`config.mk`:
```
export PLATFORM = sky130hd
export DESIGN_NAME = regdef_init_seq
export DESIGN_NICKNAME = d
export VERILOG_FILES = /design/src/rtl/regdef_init_seq.sv
export SDC_FILE = /design/constraint.sdc
export NUM_CORES = 1
export LEC_CHECK = 0
export BUFFER_PORTS_ARGS = -buffer_cell sky130_fd_sc_hd__clkbuf_2
export CAP_MARGIN = 20
export CORE_UTILIZATION = 54
export CTS_CLUSTER_DIAMETER = 60
export DETAILED_ROUTE_END_ITERATION = 8
export PLACE_DENSITY = 0.84
export SYNTH_ARGS = -nofsm -noshare
export SYNTH_HDL_FRONTEND = slang
export SYNTH_SLANG_ARGS = --single-unit
```
`constraint.sdc`:
```
create_clock -name clk -period 2.8 [get_ports clk]
set_input_delay 0.56 -clock clk [delete_from_list [all_inputs] [get_ports clk]]
set_output_delay 0.56 -clock clk [all_outputs]
set_load 0.01 [all_outputs]
```
`src/rtl/regdef_init_seq.sv`:
```
module regdef_init_seq #(
  parameter int ROM_AW       = 8,
  parameter int WORD_W       = 16,
  parameter int KHZ_W        = 32,
  parameter int MODE_W       = 3,
  parameter int XTAL_KHZ_MIN = 24000,
  parameter logic [7:0] OSC_REG = 8'h10
) (
  input  logic              clk,
  input  logic              rst_n,
  input  logic              start,
  output logic              busy,
  output logic              done,
  output logic [ROM_AW-1:0] rom_addr,
  input  logic [WORD_W-1:0] rom_data,
  output logic [7:0]        out_byte,
  output logic              out_valid,
  input  logic              out_ready,
  input  logic [KHZ_W-1:0]  ref_khz,
  input  logic [MODE_W-1:0] force_mode,
  input  logic              osc_buf
);
  localparam int LAST_BYTE = 2;

  typedef enum logic [2:0] {
    S_IDLE, S_CNT_REQ, S_CNT_GET, S_ADR_REQ, S_ADR_GET, S_VAL_REQ, S_VAL_GET, S_SEND
  } state_t;

  state_t            state;
  logic [ROM_AW-1:0] ptr;
  logic [WORD_W-1:0] cnt, data;
  logic [7:0]        reg_a;
  logic [1:0]        bidx;
  logic              last;
  logic [MODE_W-1:0] mode_sel;
  logic [WORD_W-1:0] osc_word;

  assign mode_sel  = (force_mode != '0) ? force_mode :
                     (ref_khz >= KHZ_W'(XTAL_KHZ_MIN)) ? MODE_W'(1) : MODE_W'(2);
  assign osc_word  = WORD_W'(mode_sel) | (WORD_W'(osc_buf) << 3);
  assign rom_addr  = ptr;
  assign busy      = (state != S_IDLE);
  assign out_valid = (state == S_SEND);
  assign out_byte  = (bidx == 2'd0) ? reg_a :
                     (bidx == 2'd1) ? data[15:8] : data[7:0];

  always_ff @(posedge clk or negedge rst_n) begin
    if (!rst_n) begin
      state <= S_IDLE;
      ptr   <= '0;
      cnt   <= '0;
      data  <= '0;
      reg_a <= '0;
      bidx  <= '0;
      last  <= 1'b0;
      done  <= 1'b0;
    end else begin
      done <= 1'b0;
      case (state)
        S_IDLE: if (start) begin
          ptr   <= '0;
          last  <= 1'b0;
          state <= S_CNT_REQ;
        end
        S_CNT_REQ: state <= S_CNT_GET;
        S_CNT_GET: begin
          if (rom_data == '0) begin
            reg_a <= OSC_REG;
            data  <= osc_word;
            last  <= 1'b1;
            bidx  <= '0;
            state <= S_SEND;
          end else begin
            cnt   <= rom_data;
            ptr   <= ptr + 1'b1;
            state <= S_ADR_REQ;
          end
        end
        S_ADR_REQ: state <= S_ADR_GET;
        S_ADR_GET: begin
          reg_a <= rom_data[7:0];
          ptr   <= ptr + 1'b1;
          state <= S_VAL_REQ;
        end
        S_VAL_REQ: state <= S_VAL_GET;
        S_VAL_GET: begin
          data  <= rom_data;
          ptr   <= ptr + 1'b1;
          bidx  <= '0;
          state <= S_SEND;
        end
        S_SEND: if (out_ready) begin
          if (bidx == 2'(LAST_BYTE)) begin
            bidx <= '0;
            if (last) begin
              done  <= 1'b1;
              state <= S_IDLE;
            end else begin
              cnt   <= cnt - 1'b1;
              reg_a <= reg_a + 1'b1;
              state <= (cnt == WORD_W'(1)) ? S_CNT_REQ : S_VAL_REQ;
            end
          end else begin
            bidx <= bidx + 1'b1;
          end
        end
        default: state <= S_IDLE;
      endcase
    end
  end
endmodule

```
# == Yosys cells after proc, flatten, opt, wreduce, memory -nomap -nowiden ==
# Cells that the tools add are included.
# totals
reg_bits,55
output_inout_bits,19
# classes
add_sub_neg,4
magnitude_cmp,1
eq_ne,16
muxes,37
n_bitwise,1
reduce_logical,19
# ops
operator,count
16-bit two-way mux,5
8-bit two-way mux,8
16-bit case mux with 2 select lines,2
8-bit case mux with 3 select lines,2
32-bit by 15-bit >= comparator with 1-bit output (second input constant),1
3-bit case mux with 8 select lines,1
3-bit two-way mux,7
8-bit by 1-bit adder with 8-bit output (second input constant),2
16-bit by 1-bit == test with 1-bit output (second input constant),1
16-bit logical NOT,1
16-bit by 1-bit subtractor with 16-bit output (second input constant),1
3-bit nonzero test,5
3-bit == test (second input constant),4
3-bit AND reduction,4
5-bit AND reduction,2
2-bit two-way mux,4
2-bit inequality test (second input constant),4
3-bit by 2-bit == test with 1-bit output (second input constant),2
1-bit two-way mux,6
2-bit case mux with 3 select lines,1
2-bit nonzero test,3
2-bit by 1-bit inequality test with 1-bit output (second input constant),2
3-bit by 4-bit bitwise OR with 4-bit output,1
3-bit by 1-bit == test with 1-bit output (second input constant),1
other kinds (8),8

# == Longest topological paths before layout ==
# depth
word_depth,6
depth_mapped,7
mapped_depth_nobuf,7

# == Worst setup path before layout ==
# Ideal clock, no wire load.
# synth_timing
path_kind,input to register
startpoint,input rom_data[4]
endpoint,register ptr[2] (netlist: rom_addr[2])
arrival_ns,2.153
required_time_ns,2.679
path_slack_ns,0.526
stages,5
path_cell_list,or4_4 or4_4 a31oi_4 nor2b_1 o22a_1
# synth_via
elab_chain_len,3
# synth_rtl
item,line,text
"start, declared",15,"input logic [WORD_W-1:0] rom_data,"
16-bit logical NOT,67,if (rom_data == '0) begin
2-bit inequality test (no source line),n/a,
3-bit AND reduction (no source line),n/a,
"end signal, assigned",75,ptr <= ptr + 1'b1;
"end signal, assigned",82,ptr <= ptr + 1'b1;
"end signal, assigned",88,ptr <= ptr + 1'b1;
"end, declared",30,logic [ROM_AW-1:0] ptr;
# Every way passes these cells.
# A chain may end at the register's enable or synchronous reset.

# == Worst setup path after layout ==
# layout_timing
startpoint,input rom_data[4]
endpoint,register cnt[0]
# layout_via
elab_chain_len,3
# layout_rtl
item,line,text
16-bit logical NOT,67,
2-bit inequality test (no source line),n/a,
5-bit AND reduction (no source line),n/a,
"end signal, assigned",74,cnt <= rom_data;
"end signal, assigned",99,cnt <= cnt - 1'b1;
"end, declared",31,"logic [WORD_W-1:0] cnt, data;"
# Every way passes these cells.

==> run metrics <==
arrival time worst endpoint=2.57 ns; Synth Cell Area=3320 sq um; P&R area growth vs syn=16.6%; post-CTS setup buffers=0; clock buffer count from CTS=5; via count=3436; Setup-failing EPs final=0; Worst Hold Class=input pin to asynchronous set/reset pin; post-cts sizing count=0; Layout Skew=0.0109 ns; Die Ht=80.4 microns; DRT Pass-1 Iters=5; clk buf depth=2; Placement Setup Slack=0.208 ns; Synth top area share=41.5%; CTS root buf=clkbuf_8; Mean Syn Cell Area=8.38 sq um; nets=526; Distinct cells, synth=56; peak supply drop=0.766 mV; Leak Pwr=1.68 nW; most numerous cell in the Yosys netlist=dfrtp_1; EDFF count, synth=0; critical path class=input pin to flop; Starting Density=56.0%; Seq cells post-synth=55; hold_buf cts=0; worst slew pin tran=0.726 ns; final instance count without filler cells=541; async set-or-reset flop fraction in the synthesized netlist=100%; fin crit share=83.5%; Tot GR Track Use=31.3%; H-Tree Depth=2; utilization after layout=65.3%; Clock Latency Late Sink=0.32 ns; busiest metal layer after global routing=met2; Synth area leader=dfrtp_1; unrepaired setup endpoints after global routing=no; post-route ant nets=0; detailed placement HPWL=6820 microns; Clock Pin Slew Worst Setup and Hold Paths=0.10 ns; met2 usage=51.0%; largest net degree at the start of global routing=56; Pins Over Slew Limit=0; most frequent cells after synthesis=dfrtp_1, nand2_1, o21ai_0, a21oi_1, nor2_1; dpl cells=534; fmax=428 MHz; status=completed; vias in the first global route=3178; Ys Warns=0; sequential cell area fraction in the yosys report=41.5%; Remaining Overflow, GRT=0; Mapped Cells=396; Post-Synthesis Net Count=456; Final Critical Period=2.34 ns; Sink Count=55; final hold vios=0; antenna violations before repair=0; Routed WL=9420 microns; Die ar.=6460 sq um; DR WL/cell=17.4 microns; Top Ports=75; Total Neg Setup Slack=0 ns; crit start category=input pin; GR Layer Usage met3=3.75%; CTS tree=yes; DRC Markers=0; Synth area leaders=dfrtp_1, o21ai_0, nand2_1; first-pass GRT wire length=15400 microns; Core ar.=5920 sq um; Crit Path Max Fanout=12; Die X=80.4 microns; power per cell area=994 nW/um^2; maxcap violations=0; gpl congestion=0.878; Top FF cell, synth=dfrtp_1; met1 usage=41.8%; slew margin rel.=51.6%; Antenna Diode Count=0; CP Capture Type=flop; R2R cell count=5; layout cells sized above 1=21.0%; required time of the critical path=3.03 ns; Rows=28; Buffers on Ports=68; vias per inst=6.35; Initial DRC Count=328; final worst slack=0.462 ns
## stage by stage
step	instance area, sq um	hold slack (ns)	power (mW)
6_report	3870	0.358	3.85
5_1_grt	3870	0.432	4.13
4_1_cts	3870	0.392	3.81
3_5_place_dp	3770	0.496	3.28
3_3_place_gp	3770	0.485	3.19
2_1_floorplan	3320	0.264	2.68
## routing by layer
layer  routed length [microns]  up-vias
met5                         0        -
met4                       292        0
met3                       692       26
met2                      4520      172
met1                      3910     1628
li1                          -     1610
## cells by family after synthesis
logic type                 share of synthesized area [%]
and+or+nand+nor                                     24.1
AOI/OAI and AO/OA                                   25.8
DFF                                                 41.5
buffers and inverters                               3.85
muxes                                               3.02
adders and majority gates                           1.51
xor gates and xnor gates                           0.264
## final cells by class
| cell class | instances | area (sq um) |
|---|---|---|
| multi-input cells | 311 | 1810 |
| flip-flops and latches | 55 | 1380 |
| clock buffers | 6 | 72.6 |
| well taps | 75 | 93.8 |
| repair buffers | 81 | 438 |
| fillers | 505 | 2050 |
| inverters | 12 | 45.0 |
| clock inverters | 1 | 30.0 |
## worst max-delay path: stages
cell	delay [ns]
clkbuf_2	0.13
or4_4	0.56
o41ai_1	0.53
a21o_1	0.29
buf_4	0.23
a21oi_1	0.06
o22ai_1	0.20
## power by group
| part | internal [mW] | switching [mW] | total (mW) |
|---|---|---|---|
| Combinational | 0.729 | 1.15 | 1.88 |
| Clock | 0.263 | 0.266 | 0.528 |
| Sequential | 1.11 | 0.325 | 1.43 |
| Total | 2.10 | 1.74 | 3.85 |
## state kept, by name (all words and copies together) (netlist names)
register	cells
cnt	16
reg_a	8
data	16
done	1
last	1
state	3
rom_addr	8
bidx	2
## cell usage in the layout (no fill, tap or decap), drive strengths merged, types with 6 or more instances in the layout
cell / count
inv: 10
a31oi: 7
and3: 6
a21oi: 31
buf: 13
nor4: 6
nor3: 19
nand3: 16
o21ai: 60
o31ai: 6
nand2: 54
clkbuf: 74
mux2i: 10
or4: 6
nor2: 23
dfrtp: 55
## worst paths after layout
kind                       slack (ns)            startpoint                   end
max in group asynchronous        1.96                 rst_n    cnt[3]$_DFFE_PN0P_
setup / recovery                 0.46           rom_data[4]    cnt[0]$_DFFE_PN0P_
hold / removal                   0.36                 rst_n   bidx[0]$_DFFE_PN0P_
hold reg to reg                  0.52   data[2]$_DFFE_PN0P_   data[2]$_DFFE_PN0P_
setup reg to reg                 0.50  state[0]$_DFFE_PN0P_    cnt[2]$_DFFE_PN0P_
min in group clk                 0.48          rom_data[10]  data[10]$_DFFE_PN0P_
Power figures use the tool's default switching activity.
